File: src/rtl/shset_pkg.sv
package shset_pkg;

  typedef enum logic [1:0] {
    SEL_NONE  = 2'd0,
    SEL_ONE   = 2'd1,
    SEL_TWO   = 2'd2,
    SEL_THREE = 2'd3
  } set_sel_e;

  // Highest pending set wins: sets drain in descending order.
  function automatic set_sel_e pick_set(input logic [2:0] full);
    if (full[2]) return SEL_THREE;
    if (full[1]) return SEL_TWO;
    if (full[0]) return SEL_ONE;
    return SEL_NONE;
  endfunction

  function automatic logic [2:0] drop_flag(input logic [2:0] full, input set_sel_e s);
    logic [2:0] r;
    r = full;
    case (s)
      SEL_ONE:   r[0] = 1'b0;
      SEL_TWO:   r[1] = 1'b0;
      SEL_THREE: r[2] = 1'b0;
      default:   r = full;
    endcase
    return r;
  endfunction

endpackage

File: src/rtl/shset_bank.sv
module shset_bank
  import shset_pkg::*;
#(
  parameter int DATA_W = 16,
  parameter int NF     = 6,
  parameter int FSEL_W = 3
) (
  input  logic                         clk,
  input  logic                         rst_n,
  input  logic                         wr_en,
  input  logic [1:0]                   wr_set,
  input  logic [FSEL_W-1:0]            wr_field,
  input  logic [DATA_W-1:0]            wr_data,
  input  set_sel_e                     rd_sel,
  output logic [NF-1:0][DATA_W-1:0]    rd_words
);

  logic [NF-1:0][DATA_W-1:0] set_q [3];
  logic                      field_ok;

  assign field_ok = (32'(wr_field) < NF);

  for (genvar g = 0; g < 3; g++) begin : g_set
    logic [NF-1:0][DATA_W-1:0] words_q;
    logic                      hit;

    assign hit = wr_en && field_ok && (wr_set == 2'(g + 1));

    always_ff @(posedge clk or negedge rst_n) begin
      if (!rst_n) begin
        words_q <= '0;
      end else if (hit) begin
        words_q[wr_field] <= wr_data;
      end
    end

    assign set_q[g] = words_q;
  end

  always_comb begin
    case (rd_sel)
      SEL_ONE:   rd_words = set_q[0];
      SEL_TWO:   rd_words = set_q[1];
      SEL_THREE: rd_words = set_q[2];
      default:   rd_words = '0;
    endcase
  end

endmodule

File: src/rtl/shset_ctrl.sv
module shset_ctrl
  import shset_pkg::*;
#(
  parameter int RPT_W = 3
) (
  input  logic             clk,
  input  logic             rst_n,
  input  logic             load_cmd,
  input  logic             prd_tick,
  input  logic [RPT_W-1:0] rpt2,
  input  logic [RPT_W-1:0] rpt3,
  output logic [2:0]       full_q,
  output logic [1:0]       ptr_q,
  output logic             xfer_en,
  output set_sel_e         xfer_sel
);

  logic [RPT_W-1:0] rep_q;
  logic             rep_busy;

  assign rep_busy = (rep_q != '0);
  assign xfer_sel = pick_set(full_q);
  assign xfer_en  = prd_tick && !load_cmd && !rep_busy && (xfer_sel != SEL_NONE);

  always_ff @(posedge clk or negedge rst_n) begin
    if (!rst_n) begin
      full_q <= 3'b000;
      ptr_q  <= 2'd1;
      rep_q  <= '0;
    end else if (load_cmd) begin
      full_q <= 3'b111;
      ptr_q  <= 2'd3;
      rep_q  <= '0;
    end else if (prd_tick) begin
      if (rep_busy) begin
        rep_q <= rep_q - 1'b1;
      end else if (xfer_en) begin
        full_q <= drop_flag(full_q, xfer_sel);
        ptr_q  <= xfer_sel;
        rep_q  <= (xfer_sel == SEL_THREE) ? rpt3 :
                  (xfer_sel == SEL_TWO)   ? rpt2 : '0;
      end
    end
  end

  assert_load_arms_R2: assert property (@(posedge clk) disable iff (!rst_n)
    load_cmd |=> (full_q == 3'b111) && (ptr_q == 2'd3));

  assert_no_spurious_set_R2: assert property (@(posedge clk) disable iff (!rst_n)
    !load_cmd |=> ((full_q & ~$past(full_q)) == 3'b000));

  assert_one_drop_R3: assert property (@(posedge clk) disable iff (!rst_n)
    !load_cmd |=> ($countones($past(full_q) & ~full_q) <= 1));

  assert_repeat_hold_R4: assert property (@(posedge clk) disable iff (!rst_n)
    (prd_tick && !load_cmd && rep_busy) |=> $stable(full_q) && $stable(ptr_q));

  assert_ptr_legal_R6: assert property (@(posedge clk) disable iff (!rst_n)
    ptr_q != 2'd0);

  assert_drained_idle_R7: assert property (@(posedge clk) disable iff (!rst_n)
    (full_q == 3'b000 && !load_cmd) |=> (full_q == 3'b000) && (ptr_q == 2'd1));

  assert_load_wins_R8: assert property (@(posedge clk) disable iff (!rst_n)
    load_cmd |-> !xfer_en);

endmodule

File: src/rtl/shset_active.sv
module shset_active #(
  parameter int DATA_W = 16,
  parameter int NF     = 6
) (
  input  logic                      clk,
  input  logic                      rst_n,
  input  logic                      xfer_en,
  input  logic [NF-1:0][DATA_W-1:0] src_words,
  output logic [NF-1:0][DATA_W-1:0] act_q
);

  always_ff @(posedge clk or negedge rst_n) begin
    if (!rst_n) begin
      act_q <= '0;
    end else if (xfer_en) begin
      act_q <= src_words;
    end
  end

  assert_copy_R3: assert property (@(posedge clk) disable iff (!rst_n)
    xfer_en |=> act_q == $past(src_words));

  assert_active_hold_R11: assert property (@(posedge clk) disable iff (!rst_n)
    !xfer_en |=> $stable(act_q));

endmodule

File: src/rtl/shset_seq_top.sv
module shset_seq_top
  import shset_pkg::*;
#(
  parameter int DATA_W = 16,
  parameter int N_CMP  = 4,
  parameter int RPT_W  = 3,
  localparam int NF     = N_CMP + 2,
  localparam int FSEL_W = $clog2(NF + 1)
) (
  input  logic                    clk,
  input  logic                    rst_n,
  input  logic                    wr_en,
  input  logic [1:0]              wr_set,
  input  logic [FSEL_W-1:0]       wr_field,
  input  logic [DATA_W-1:0]       wr_data,
  input  logic                    load_cmd,
  input  logic                    prd_tick,
  input  logic [RPT_W-1:0]        rpt2,
  input  logic [RPT_W-1:0]        rpt3,
  output logic [DATA_W-1:0]       act_prd,
  output logic [N_CMP*DATA_W-1:0] act_cmp,
  output logic [DATA_W-1:0]       act_aq,
  output logic [2:0]              full_flags,
  output logic [1:0]              buf_ptr
);

  logic                      xfer_en;
  set_sel_e                  xfer_sel;
  logic [NF-1:0][DATA_W-1:0] src_words;
  logic [NF-1:0][DATA_W-1:0] act_words;

  shset_bank #(.DATA_W(DATA_W), .NF(NF), .FSEL_W(FSEL_W)) u_bank (
    .clk      (clk),
    .rst_n    (rst_n),
    .wr_en    (wr_en),
    .wr_set   (wr_set),
    .wr_field (wr_field),
    .wr_data  (wr_data),
    .rd_sel   (xfer_sel),
    .rd_words (src_words)
  );

  shset_ctrl #(.RPT_W(RPT_W)) u_ctrl (
    .clk      (clk),
    .rst_n    (rst_n),
    .load_cmd (load_cmd),
    .prd_tick (prd_tick),
    .rpt2     (rpt2),
    .rpt3     (rpt3),
    .full_q   (full_flags),
    .ptr_q    (buf_ptr),
    .xfer_en  (xfer_en),
    .xfer_sel (xfer_sel)
  );

  shset_active #(.DATA_W(DATA_W), .NF(NF)) u_act (
    .clk       (clk),
    .rst_n     (rst_n),
    .xfer_en   (xfer_en),
    .src_words (src_words),
    .act_q     (act_words)
  );

  assign act_prd = act_words[0];
  assign act_aq  = act_words[NF-1];
  for (genvar i = 0; i < N_CMP; i++) begin : g_cmp
    assign act_cmp[i*DATA_W +: DATA_W] = act_words[i+1];
  end

endmodule

File: config.mk
export PLATFORM = sky130hd
export DESIGN_NAME = shset_seq_top
export DESIGN_NICKNAME = d
export VERILOG_FILES = /design/src/rtl/shset_pkg.sv /design/src/rtl/shset_bank.sv /design/src/rtl/shset_ctrl.sv /design/src/rtl/shset_active.sv /design/src/rtl/shset_seq_top.sv
export SDC_FILE = /design/constraint.sdc
export NUM_CORES = 1
export LEC_CHECK = 0
export CORE_UTILIZATION = 59
export CTS_CLUSTER_DIAMETER = 80
export CTS_CLUSTER_SIZE = 20
export DETAILED_ROUTE_END_ITERATION = 10
export GPL_ROUTABILITY_DRIVEN = 0
export HOLD_SLACK_MARGIN = 0.05
export PLACE_DENSITY = 0.8
export RECOVER_POWER = 25
export SYNTH_ARGS = -nofsm -noshare
export SYNTH_HDL_FRONTEND = slang
export SYNTH_SLANG_ARGS = --single-unit
File: constraint.sdc
create_clock -name clk -period 2.4 [get_ports clk]
set_input_delay 0.6 -clock clk [delete_from_list [all_inputs] [get_ports clk]]
set_output_delay 0.6 -clock clk [all_outputs]
set_load 0.02 [all_outputs]
## Yosys cells after proc, flatten, opt, wreduce, memory -nomap -nowiden

Cells that the tools add are included.

| storage, ports and cells | value |
|---|---|
| flip-flop bits (word level) | 392 |
| latch bits | 0 |
| memory bits (writable) | 0 |
| bits in read-only memories | 0 |
| bits of input ports | 32 |
| output and inout bits | 101 |
| logic and storage cells | 98 |
| memories | 0 |

| operators by class | value |
|---|---|
| add/sub/neg operators | 1 |
| $mul | 0 |
| div/mod/pow operators | 0 |
| $lt $le $gt $ge | 3 |
| equality and inequality tests | 7 |
| shift-type cells | 0 |
| mux-type cells | 35 |
| bitwise gates (word level) | 0 |
| reduce and logical (&&, ||, !) cells | 23 |

Operators by type and width:

| cell | number |
|---|---|
| bitwise mux 96 bit | 3 |
| one-hot mux 96 bit (3 select lines) | 1 |
| demux 16 bit (select 3 bit) | 1 |
| 2-to-1 mux 3 bit | 10 |
| 2-to-1 mux 2 bit | 10 |
| 2-to-1 mux 16 bit | 1 |
| AND reduction 4 bit | 3 |
| nonzero test 2 bit | 6 |
| 2-to-1 mux 1 bit | 9 |
| == test 2 bit, second input constant | 4 |
| logical AND 1 bit | 8 |
| nonzero test 3 bit | 2 |
| == test 2 x 1 -> 1 bit, second input constant | 2 |
| < comparator 3 x 4 -> 1 bit, second input constant | 1 |
| >= comparator 3 x 1 -> 1 bit, second input constant | 1 |
| < comparator 3 bit, second input constant | 1 |
| AND reduction 3 bit | 1 |
| subtractor 3 x 1 -> 3 bit, second input constant | 1 |
| logical NOT 1 bit | 2 |
| != test 2 bit, second input constant | 1 |
| AND reduction 2 bit | 1 |

## Logic depth before layout (Yosys ltp)

| logic depth | value |
|---|---|
| depth in word-level cells | 14 |
| gate-level depth with buffers | 7 |
| mapped depth without buffers | 5 |

## Cells and area by module

Synthesis repeated with hierarchy kept, for this count alone.

| second synthesis, totals | value |
|---|---|
| cell total of the unflattened synthesis | 1,132 |
| area total of the unflattened synthesis | 17,246.5 sq um |

Modules (own cells, without submodules):

| module | instances | cells each | area an instance (sq um) | seq. area each (sq um) |
|---|---|---|---|---|
| shset_bank | 1 | 869 | 12,944.9 | 7,206.9 |
| shset_active | 1 | 203 | 3,764.9 | 2,402.3 |
| shset_ctrl | 1 | 60 | 536.8 | 201.4 |

## Least setup slack after synthesis

No wires, ideal clock.

| timing path | value |
|---|---|
| path kind | input to register |
| start | in wr_field[1] |
| end | reg u_bank.g_set[2].words_q[69] (netlist name) |
| library setup time | 0.125 ns |
| data arrival time | 1.816 ns |
| required time | 2.275 ns |
| slack | 0.459 ns |
| stages on the path | 6 |
| buffers on the path | 3 |
| path through | buf_4 nand2b_1 buf_2 nor2_2 buf_4 mux2_2 |

| on the way | value |
|---|---|
| cells in the longest elaborated chain, start to end | 5 |
| elaborated cells on any way between the ends | 9 |
| classes of those cells | 3 x order compare; 3 x mux; 3 x reduce/logical |

Ends and longest elaborated chain:

| element | RTL line | source |
|---|---|---|
| from (decl) | shset_seq_top.sv:14 | `input logic [FSEL_W-1:0] wr_field,` |
| < comparator 3 x 4 -> 1 bit (implied by the code) / >= comparator 3 x 1 -> 1 bit (equally long branches) | shset_bank.sv:33 | `words_q[wr_field] <= wr_data;` |
| logical AND 1 bit (implied by the code) | shset_bank.sv:33 |  |
| 2-to-1 mux 16 bit (implied by the code) | shset_bank.sv:33 |  |
| demux 16 bit (select 3 bit) | n/a |  |
| bitwise mux 96 bit | shset_bank.sv:33 |  |
| to (signal, indexed assignment) | shset_bank.sv:33 |  |
| to (decl) | shset_bank.sv:24 | `logic [NF-1:0][DATA_W-1:0] words_q;` |

Several ways; a longest one is shown, not always the timed one.
A chain may end at the register's enable or synchronous reset.

## Worst setup path after layout

| timing path | value |
|---|---|
| start | reg u_ctrl.ptr_q[0] |
| end | out buf_ptr[0] |

RTL lines:

| element | RTL line | source |
|---|---|---|
| from (decl) | shset_ctrl.sv:13 | `output logic [1:0] ptr_q,` |
| from (signal assigned) | shset_ctrl.sv:39 | `ptr_q <= xfer_sel;` |
| to (decl) | shset_seq_top.sv:24 | `output logic [1:0] buf_ptr` |

No word-level cell between the ends.

==> impl_metrics.env <==
export IMPL_setup_worst_path_start_class="flop"
export IMPL_status="finished with violations"
export IMPL_wl_per_cell_um=20.8
export IMPL_p_switching_uw=6440
export IMPL_ys_seq_elements=392
export IMPL_crit_path_top_delay_cell="clkdlybuf4s50_1"
export IMPL_max_freq_mhz=438
export IMPL_grt_pass1_wl_um=63200
export IMPL_stdcell_area_sq_um=20300
export IMPL_first_pass_iters=5
export IMPL_crit_arrival_ns=1.68
export IMPL_post_synth_cell_area_avg_sq_um=13.1
export IMPL_rsz0062_at_grt="false"
export IMPL_netlist_instances=1334
export IMPL_fin_crit_ns=2.28
export IMPL_htreeDepth=1
export IMPL_drv_slew=62
export IMPL_drc=0
export IMPL_vias=11074
export IMPL_io_pins=133
export IMPL_sw_frac_of_total_pct=31.7
export IMPL_drive_above_1_share_pct=33.5
export IMPL_cts_sinks=392
export IMPL_clk_pin_slew_worst_paths_ns=0.08
export IMPL_clkLatencyLatePin_ns=0.54
export IMPL_cts_tree="done"
export IMPL_n_antenna_cell=0
export IMPL_cp_top_family="buffers and inverters"
export IMPL_critPathMaxFanout=3
export IMPL_power_leakage_uw=0.00886
export IMPL_max_slew_margin_rel_pct=-36.4
export IMPL_hpwl_um=23800
export IMPL_ir_drop_v=0.000726
export IMPL_cpPeakStageDelay_ns=0.60
export IMPL_grt_max_degree=100
export IMPL_clockPowerShare_pct=19.2
export IMPL_setup_tns_final_ns=0
export IMPL_syn_nets=1368
export IMPL_port_buffers=132
export IMPL_ant_nets=0
export IMPL_antenna_found_initial=1
export IMPL_worst_pin_slew_ns=2.05
export IMPL_ctsHoldBuffers=0
export IMPL_rr_startpoint="u_ctrl.rep_q[0]"
export IMPL_violations="max-capacitance violations, max-slew violations"
export IMPL_drt_iter0_markers=615
export IMPL_layout_nets=1490
export IMPL_setup_viol=0
export IMPL_cp_cell_sequence="clkdlybuf4s50_1"
export IMPL_hold_class="reg -> reg"
export IMPL_hp_start="u_ctrl.ptr_q[1]"
export IMPL_placed_area_sq_um=19700
export IMPL_cp_required_ns=1.80
export IMPL_path_buf_inv=1
export IMPL_wl_um=38500
export IMPL_synth_area_sq_um=17500
export IMPL_area_growth_pct=16.2
export IMPL_hold_violations=0
export IMPL_cts_resized=0
export IMPL_die_area_sq_um=30300
export IMPL_p_int_uw=13900
export IMPL_clockBufferDepth=3
export IMPL_initial_core_util_pct=60.4
export IMPL_ys_types=38
export IMPL_power_frac_seq_pct=46.3
export IMPL_die_h_um=174
export IMPL_endpoint_kind="output pin"
export IMPL_crit_start="u_ctrl.ptr_q[0]"
export IMPL_fp_row_count=62
export IMPL_finalCritPeriodShare_pct=95.2
export IMPL_yosysWarnings=0
export IMPL_critPathKind="reg -> out"
export IMPL_pwr_share_comb_pct=34.5
export IMPL_utilization_pct=70.1
export IMPL_avgViaCountPerCell=5.99
export IMPL_core_sq_um=28900
export IMPL_grt_overflow_total=0
export IMPL_clock_skew_ns=0.0149
export IMPL_grt_pass1_vias=11466
export IMPL_power_per_cell_area_nw_per_um2=1000
export IMPL_cts_root_buf="clkbuf_16"
export IMPL_maxCapViolCount=1
export IMPL_total_power_uw=20300
export IMPL_numCtsBuffers=23
export IMPL_fp_dieW_um=174
export IMPL_ys_seq_area_share_pct=56.2
export IMPL_track_usage_pct=26.2
-- layout by cell type, fill, tap and decap left out, types with 4 or more instances in the layout --
cell	instances
a21oi_1	195
buf_12	33
buf_4	30
clkbuf_1	10
clkbuf_16	23
clkbuf_2	5
clkdlybuf4s50_1	131
dfrtp_1	388
mux2_1	11
mux2_2	373
mux2i_1	4
nand2_1	9
nand3b_1	97
nor2_1	5
nor2_2	8
nor2b_1	99
nor3_4	5
-- synth_stat cells, drive strengths merged --
cell     number  area [sq um]
a211o         1          8.76
a21o          3          22.5
a21oi       195           976
a2bb2oi       1          8.76
a31o          1          8.76
and3b         1          8.76
and4bb        2          25.0
buf          48           308
clkbuf       56           210
dfrtp       391          9780
dfstp         1          26.3
ha            2          25.0
inv           2          7.51
mux2        384          4320
mux2i         4          40.0
nand2         9          33.8
nand2b        3          18.8
nand3b       98           748
nand4         1          6.26
nand4b        3          26.3
nor2         13          68.8
nor2b        99           619
nor3          7          90.1
nor3b         1          7.51
o21ai         1          5.00
o22ai         1          6.26
o2bb2ai       1          8.76
o32a          2          20.0
or2           2          12.5
or3b          1          8.76
-- worst paths after layout --
path	endpoint	slack, ns	cells after the start
hold / removal	u_ctrl.ptr_q[1]	0.50	1
hold reg to reg	u_ctrl.ptr_q[1]	0.50	1
max in group asynchronous	u_bank.g_set[1].words_q[60]	0.47	2
setup reg to reg	u_act.act_q[10]	0.42	7
min in group asynchronous	u_bank.g_set[0].words_q[77]	0.64	1
setup / recovery	buf_ptr[0]	0.12	1
-- layer usage --
metal / GRT usage [%] / vias to the layer above / wire length, um
li1: - / 4952 / -
met1: 37.7 / 5779 / 17600
met2: 42.4 / 280 / 18300
met3: 2.82 / 61 / 1670
met4: 7.64 / 2 / 922
met5: 0 / - / 13
-- sequential cells by signal, summed over array words and instances (netlist names) --
| register | cells |
|---|---|
| u_act.act_q | 96 |
| u_ctrl.ptr_q | 2 |
| u_ctrl.rep_q | 3 |
| u_bank.g_set.words_q | 288 |
| u_ctrl.full_q | 3 |
-- per-stage QoR --
stage | setup slack [ns] | cells | hold slack [ns]
3_5_place_dp | 0.0284 | 1814 | 0.480
2_1_floorplan | 0.459 | 1334 | 0.304
6_report | 0.115 | 1848 | 0.501
5_1_grt | 0.0676 | 1848 | 0.520
3_3_place_gp | 0.0704 | 1814 | 0.467
4_1_cts | 0.0897 | 1848 | 0.0546
-- kinds of logic after synthesis --
logic type,after synthesis,synth area share [%]
flops,392,56.2
mux,388,25.0
simple gates,240,9.59
compound gates,206,6.10
buf+inv,106,3.01
fa+ha+maj,2,0.143
-- power by group through the flow --
stage               logic, uW  clock network (uW)  registers [uW]
finish                   7000                3890            9400
global route             7500                4200            9630
CTS                      7050                3960            9400
detailed placement       6960                   0            9540
global placement         6770                   0            9440
floorplan                3200                   0           10300
-- timing repair --
item                                   in CTS  in global routing
endpoints found under the hold margin       0                  0
buffers inserted                            1                  0
setup endpoints to repair                   1                  0
-- final cells by class --
cell class | instances | area [sq um]
Inverter | 2 | 7.51
Sequential cell | 392 | 9820
Tap cell | 384 | 480
Fill cell | 2038 | 8640
Multi-Input combinational cell | 836 | 7130
Clock buffer | 31 | 606
Clock inverter | 2 | 17.5
Timing Repair Buffer | 201 | 2230
(Power assumes the default switching activity.)
